[config.mk]
export PLATFORM = sky130hd
export DESIGN_NAME = sd_status_irq
export DESIGN_NICKNAME = d
export VERILOG_FILES = /design/src/rtl/sd_status_pkg.sv /design/src/rtl/sd_status_ctl.sv /design/src/rtl/sd_status_dp.sv /design/src/rtl/sd_status_irq.sv
export SDC_FILE = /design/constraint.sdc
export NUM_CORES = 1
export LEC_CHECK = 0
export ABC_CLOCK_PERIOD_IN_PS = 800
export BUFFER_PORTS_ARGS = -buffer_cell sky130_fd_sc_hd__buf_4
export CAP_MARGIN = 10
export CORE_AREA = 5 5 52 54
export DETAILED_ROUTE_END_ITERATION = 8
export DIE_AREA = 0 0 57 59
export PLACE_DENSITY = 0.8
export SKIP_CTS_REPAIR_TIMING = 1
export SYNTH_ARGS = -nofsm -noshare
export SYNTH_HDL_FRONTEND = slang
export SYNTH_SLANG_ARGS = --single-unit
[constraint.sdc]
create_clock -name clk -period 0.8 [get_ports clk]
set_clock_uncertainty 0.2 [all_clocks]
set_input_delay 0.04 -clock clk [delete_from_list [all_inputs] [get_ports clk]]
set_output_delay 0.04 -clock clk [all_outputs]
set_load 0.1 [all_outputs]
[src/rtl/sd_status_pkg.sv]
package sd_status_pkg;
  localparam int unsigned STAT_W    = 11;
  localparam int unsigned STICKY_LO = 3;
  localparam int unsigned N_EV      = STAT_W - STICKY_LO;
  localparam int unsigned ERR_HI    = 7;

  // sticky positions in the status word
  localparam int unsigned B_SDIO  = 8;
  localparam int unsigned B_BLOCK = 9;
  localparam int unsigned B_BUSY  = 10;

  // enable positions in the configuration word
  localparam int unsigned EN_DATA  = 4;
  localparam int unsigned EN_SDIO  = 5;
  localparam int unsigned EN_BLOCK = 8;
  localparam int unsigned EN_BUSY  = 10;

  typedef struct packed {
    logic [N_EV-1:0]   clrMask;
    logic              cfgLoad;
    logic [STAT_W-1:0] cfgValue;
  } ctlStrobes_t;
endpackage

[src/rtl/sd_status_ctl.sv]
module sd_status_ctl
  import sd_status_pkg::*;
(
  input  logic              wrStatus,
  input  logic              wrCfg,
  input  logic [STAT_W-1:0] wrData,
  output ctlStrobes_t       strb
);
  // one clear strobe per sticky bit, taken from the write-1 positions
  for (genvar i = 0; i < N_EV; i++) begin : g_clr
    assign strb.clrMask[i] = wrStatus & wrData[i + STICKY_LO];
  end

  assign strb.cfgLoad  = wrCfg;
  assign strb.cfgValue = wrData;
endmodule

[src/rtl/sd_status_dp.sv]
module sd_status_dp
  import sd_status_pkg::*;
(
  input  logic              clk,
  input  logic              rstN,
  input  ctlStrobes_t       strb,
  input  logic [N_EV-1:0]   eventSet,
  input  logic              dataLive,
  output logic [STAT_W-1:0] statusRd,
  output logic [STAT_W-1:0] cfgRd,
  output logic              irq,
  output logic              errPending
);
  localparam int unsigned ERR_N = ERR_HI - STICKY_LO + 1;

  logic [N_EV-1:0]   sticky;
  logic [STAT_W-1:0] cfgQ;

  // set has priority over a same-cycle clear
  for (genvar i = 0; i < N_EV; i++) begin : g_sticky
    always_ff @(posedge clk) begin
      if (!rstN) sticky[i] <= 1'b0;
      else       sticky[i] <= eventSet[i] | (sticky[i] & ~strb.clrMask[i]);
    end
  end

  always_ff @(posedge clk) begin
    if (!rstN)            cfgQ <= '0;
    else if (strb.cfgLoad) cfgQ <= strb.cfgValue;
  end

  assign statusRd   = {sticky, {(STICKY_LO-1){1'b0}}, dataLive};
  assign cfgRd      = cfgQ;
  assign errPending = |sticky[ERR_N-1:0];

  always_comb begin
    irq = 1'b0;
    if (sticky[B_BUSY  - STICKY_LO] && cfgQ[EN_BUSY])  irq = 1'b1;
    if (sticky[B_BLOCK - STICKY_LO] && cfgQ[EN_BLOCK]) irq = 1'b1;
    if (sticky[B_SDIO  - STICKY_LO] && cfgQ[EN_SDIO])  irq = 1'b1;
    if (dataLive && cfgQ[EN_DATA])                     irq = 1'b1;
  end
endmodule

[src/rtl/sd_status_irq.sv]
module sd_status_irq
  import sd_status_pkg::*;
(
  input  logic              clk,
  input  logic              rstN,
  input  logic [N_EV-1:0]   eventSet,
  input  logic              dataLive,
  input  logic              wrStatus,
  input  logic              wrCfg,
  input  logic [STAT_W-1:0] wrData,
  output logic [STAT_W-1:0] statusRd,
  output logic [STAT_W-1:0] cfgRd,
  output logic              irq,
  output logic              errPending
);
  ctlStrobes_t strb;

  sd_status_ctl u_ctl (
    .wrStatus (wrStatus),
    .wrCfg    (wrCfg),
    .wrData   (wrData),
    .strb     (strb)
  );

  sd_status_dp u_dp (
    .clk        (clk),
    .rstN       (rstN),
    .strb       (strb),
    .eventSet   (eventSet),
    .dataLive   (dataLive),
    .statusRd   (statusRd),
    .cfgRd      (cfgRd),
    .irq        (irq),
    .errPending (errPending)
  );
endmodule

* Word-level counts from Yosys, hierarchy flattened
Cells that the tools add are included.
** Word-level totals
- Flip-flop bits (word level) :: 19
- Input bits :: 24
- Word-level logic and storage cells :: 50
** Operators by class
- Multiplexer cells :: 4
- Bitwise logic cells :: 32
- Reduce and logical (&&, ||, !) cells :: 5
** Operators by type and width (number)
- $and A1 B1 Y1 :: 16
- $not A1 Y1 :: 8
- $or A1 B1 Y1 :: 8
- $reduce_or A5 Y1 :: 1
- $logic_and A1 B1 Y1 :: 4
- $mux W1 :: 4

* Depth between registers and ports, before layout
- Depth after elaboration :: 5
- Gate-level depth with buffers :: 3
- Gate-level depth less buffers :: 2

* Hierarchy
Synthesis repeated with hierarchy kept, for this count alone.
** Unflattened totals
- Cells, all modules :: 90
- Area total of the unflattened synthesis :: 890.9 um^2
** Modules (own cells, without submodules)
- sd_status_dp :: instances 1, cells each 70, area an instance 750.7 um^2, sequential area each 380.4 um^2
- sd_status_ctl :: instances 1, cells each 20, area an instance 140.1 um^2, sequential area each 0.0 um^2

* Least setup slack after synthesis
OpenSTA, ideal clock, no wires.
- Path type :: register to output
- Start :: register u_dp.cfgQ[8] (netlist: u_dp.cfgRd[8])
- End :: output irq
- Data arrival time :: 1849 ps
- Path slack :: -1289 ps
- Cell stages (with the launch flop) :: 3
- Buffers on the path :: 0
- Cell sequence :: dfxtp_1 a22oi_1 nand2_1
** On the way
- Longest elaborated chain between the ends :: 4
** Ends and longest elaborated chain
- from (decl) :: RTL line sd_status_dp.sv:17 : logic [STAT_W-1:0] cfgQ;
- from (signal assigned) :: RTL line sd_status_dp.sv:29 : else if (strb.cfgLoad) cfgQ <= strb.cfgValue;
- $logic_and A1 B1 Y1 :: RTL line sd_status_dp.sv:39 : if (sticky[B_BLOCK - STICKY_LO] && cfgQ[EN_BLOCK]) irq = 1'b1;
- $mux W1 :: RTL line sd_status_dp.sv:39
- $mux W1 :: RTL line sd_status_dp.sv:40 : if (sticky[B_SDIO - STICKY_LO] && cfgQ[EN_SDIO]) irq = 1'b1;
- $mux W1 :: RTL line sd_status_dp.sv:41 : if (dataLive && cfgQ[EN_DATA]) irq = 1'b1;
- to (decl) :: RTL line sd_status_irq.sv:13 : output logic irq,
Every way passes these cells.

* Worst setup path after layout
- Start :: register u_dp.sticky[6] (netlist: u_dp.statusRd[9])
- End :: output irq
** On the way
- Longest elaborated chain between the ends :: 4
** Ends and longest elaborated chain
- from (decl) :: RTL line sd_status_dp.sv:16 : logic [N_EV-1:0] sticky;
- from (signal, indexed assignment) :: RTL line sd_status_dp.sv:23 : else sticky[i] <= eventSet[i] | (sticky[i] & ~strb.clrMask[i]);
- $logic_and A1 B1 Y1 :: RTL line sd_status_dp.sv:39
- $mux W1 :: RTL line sd_status_dp.sv:39
- $mux W1 :: RTL line sd_status_dp.sv:40
- $mux W1 :: RTL line sd_status_dp.sv:41
Every way passes these cells.

==> results.py <==
metrics = {
    "drt": {
        "firstDrtPassIters": 2,
        "drc": 0,
        "routed_wl_um": 2440,
        "drt-initial-drc-count": 14,
        "ant_nets": 0,
        "wire_per_inst_um": 15.1,
        "num_vias": 765,
        "via_per_inst": 4.72,
    },
    "global_routing": {
        "grt_remaining_overflow": 0,
        "grt_max_degree": 20,
        "track_usage": 0.134,
        "antenna_found_initial": 0,
        "grt_pass1_vias": 794,
        "grt_pass1_wl_um": 3520,
    },
    "synthesis": {
        "synth_area_sq_um": 757,
        "ys_ff_latch": 19,
        "syn_area_per_cell_sq_um": 9.70,
        "synthCells": 78,
        "synth_area_leaders": "dfxtp_1, mux2i_1, nor2b_1",
        "synth_top_area_share": 0.502,
        "yosysTopAreaCell": "dfxtp_1",
        "yosys_warnings": 0,
        "synth-seq-area-share": 0.502,
        "ys_types": 15,
    },
    "worst_hold_path": {
        "min_path_type": "in -> reg",
    },
    "die": {
        "start_util": 0.349,
        "dieArea_sq_mm": 0.00336,
        "chipHeight_um": 59,
        "core.rowCount": 17,
        "coreArea_sq_mm": 0.00217,
        "io_pins": 48,
        "die_x_um": 57,
    },
    "clock_network": {
        "clock_sinks": 19,
        "clk_path_buf_depth": 2,
        "clock_latency_ps": 280,
        "cts_tree": "built",
        "cts_buffers": 3,
        "clockRootBuffer": "clkbuf_4",
        "cts-htree-levels": 1,
        "clk_pin_slew_worst_paths_ps": 100,
    },
    "worst_setup_path": {
        "timing.critical_path.buf_inv": 1,
        "path_max_fanout": 2,
        "cpPeakStageDelay_ps": 370,
        "cp.required_ps": 560,
        "crit_slowest_cell": "dfxtp_4",
        "cp_cell_sequence": "a22oi_2, nand2_4, buf_12",
        "critical-path-top-delay-family": "flip-flops",
        "endpoint_kind": "primary output",
        "crit_arrival_ps": 1110,
        "crit_type": "reg -> out",
        "cp-start-kind": "register",
    },
    "placement": {
        "hpwl_um": 1630,
        "routabilityCongestion": 0.652,
        "place_area_sq_mm": 0.00128,
        "io_buffers": 45,
    },
    "outcome": {
        "status": "finished, violations left",
        "violations": "negative hold slack, negative setup slack",
    },
    "timing": {
        "setup_slack_ps": -553,
        "fmax_mhz": 739,
        "setup_viol": 40,
        "rsz0062_at_grt": "yes",
        "post-route-period-util": 1.69,
        "slew_viol_final": 0,
        "finalCriticalPeriod_ps": 1350,
        "hold_viol": 19,
        "holdWs_ps": -275,
    },
    "run": {
        "maxCapViolations": 0,
    },
    "power": {
        "max-vdd-ir-drop_mv": 1.29,
        "leakage_nw": 0.741,
        "p_per_area_mw_per_mm2": 1720,
    },
    "finish": {
        "nets": 159,
        "drive_above_1_share": 0.694,
        "postLayoutCellArea_sq_mm": 0.00165,
        "finalCoreUtilization": 0.761,
        "diodes": 0,
        "area_growth_pct": 118,
    },
}
cell usage after synthesis:
cell	number
dfxtp_1	19
mux2i_1	11
nor2b_1	11
a31oi_1	8
inv_1	8
o21ai_0	8
buf_4	3
a22oi_1	2
nand2_1	2
buf_2	1
buf_6	1
clkbuf_1	1
conb_1	1
nor2_1	1
nor3_1	1
area by class of cell:
cell class | count | area [sq um]
Clock buffer | 4 | 26.3
Fill cell | 159 | 518
Inverter | 8 | 30.0
Multi-Input combinational cell | 46 | 377
Sequential cell | 19 | 452
Tap cell | 28 | 35.0
Timing Repair Buffer | 57 | 732
cells by family (layout without fill, tap and decap cells):
group,count (synthesis),after routing,share of synthesized area
buffers and inverters,14,69,0.0959
AO/OA/AOI/OAI,18,18,0.139
AND/OR/NAND/NOR,15,15,0.112
flip-flops,19,19,0.502
multiplexers,11,11,0.145
other,1,2,0.00495
layout by cell type (no fill, tap or decap):
cell	instances
buf_4	25
buf_12	21
dfxtp_4	19
mux2i_1	11
nor2b_1	11
buf_6	11
inv_1	8
o21ai_2	8
a31oi_1	8
clkbuf_4	3
nand2_4	2
a22oi_2	2
conb_1	2
nor2_2	1
nor3_4	1
clkbuf_1	1
final timing paths:
| kind | startpoint | end | slack, ps | cells past startpoint |
|---|---|---|---|---|
| worst max-delay path | u_dp.statusRd[9] | irq | -550 | 3 |
| worst max register to register | u_dp.cfgRd[5] | u_dp.cfgRd[5] | -200 | 3 |
| worst min register to register | u_dp.statusRd[4] | u_dp.statusRd[4] | 330 | 2 |
| worst min-delay path | wrData[10] | u_dp.statusRd[10] | -280 | 2 |
metrics by stage:
stage / cells / TNS, ps / power (mW) / hold WS, ps / worst slack [ps]
final: 162 / -9330 / 2.84 / -275 / -553
after global routing: 162 / -11090 / 2.98 / -291 / -606
after CTS: 160 / -11430 / 2.58 / -282 / -603
after detailed placement: 156 / -4370 / 2.10 / 31.3 / -270
after global placement: 156 / -4010 / 2.09 / 25.3 / -266
after floorplan: 79 / -4600 / 1.82 / -70.1 / -378
registers in the layout, summed over array words and instances, names as in the netlist:
| signal | flops |
|---|---|
| u_dp.cfgRd | 11 |
| u_dp.statusRd | 8 |
power by group:
group,switching [mW],internal (mW),leakage (nW)
sequential,0.0642,0.992,0.169
clock,0.272,0.193,0.0150
combinational,0.811,0.513,0.557
routing by layer:
metal,up-vias,wire [um],global-route usage
li1,373,-,-
met1,363,921,0.149
met2,27,1320,0.241
met3,2,187,0.0458
met4,0,11,0.0397
met5,-,0,0
Power figures use the tool's default switching activity.
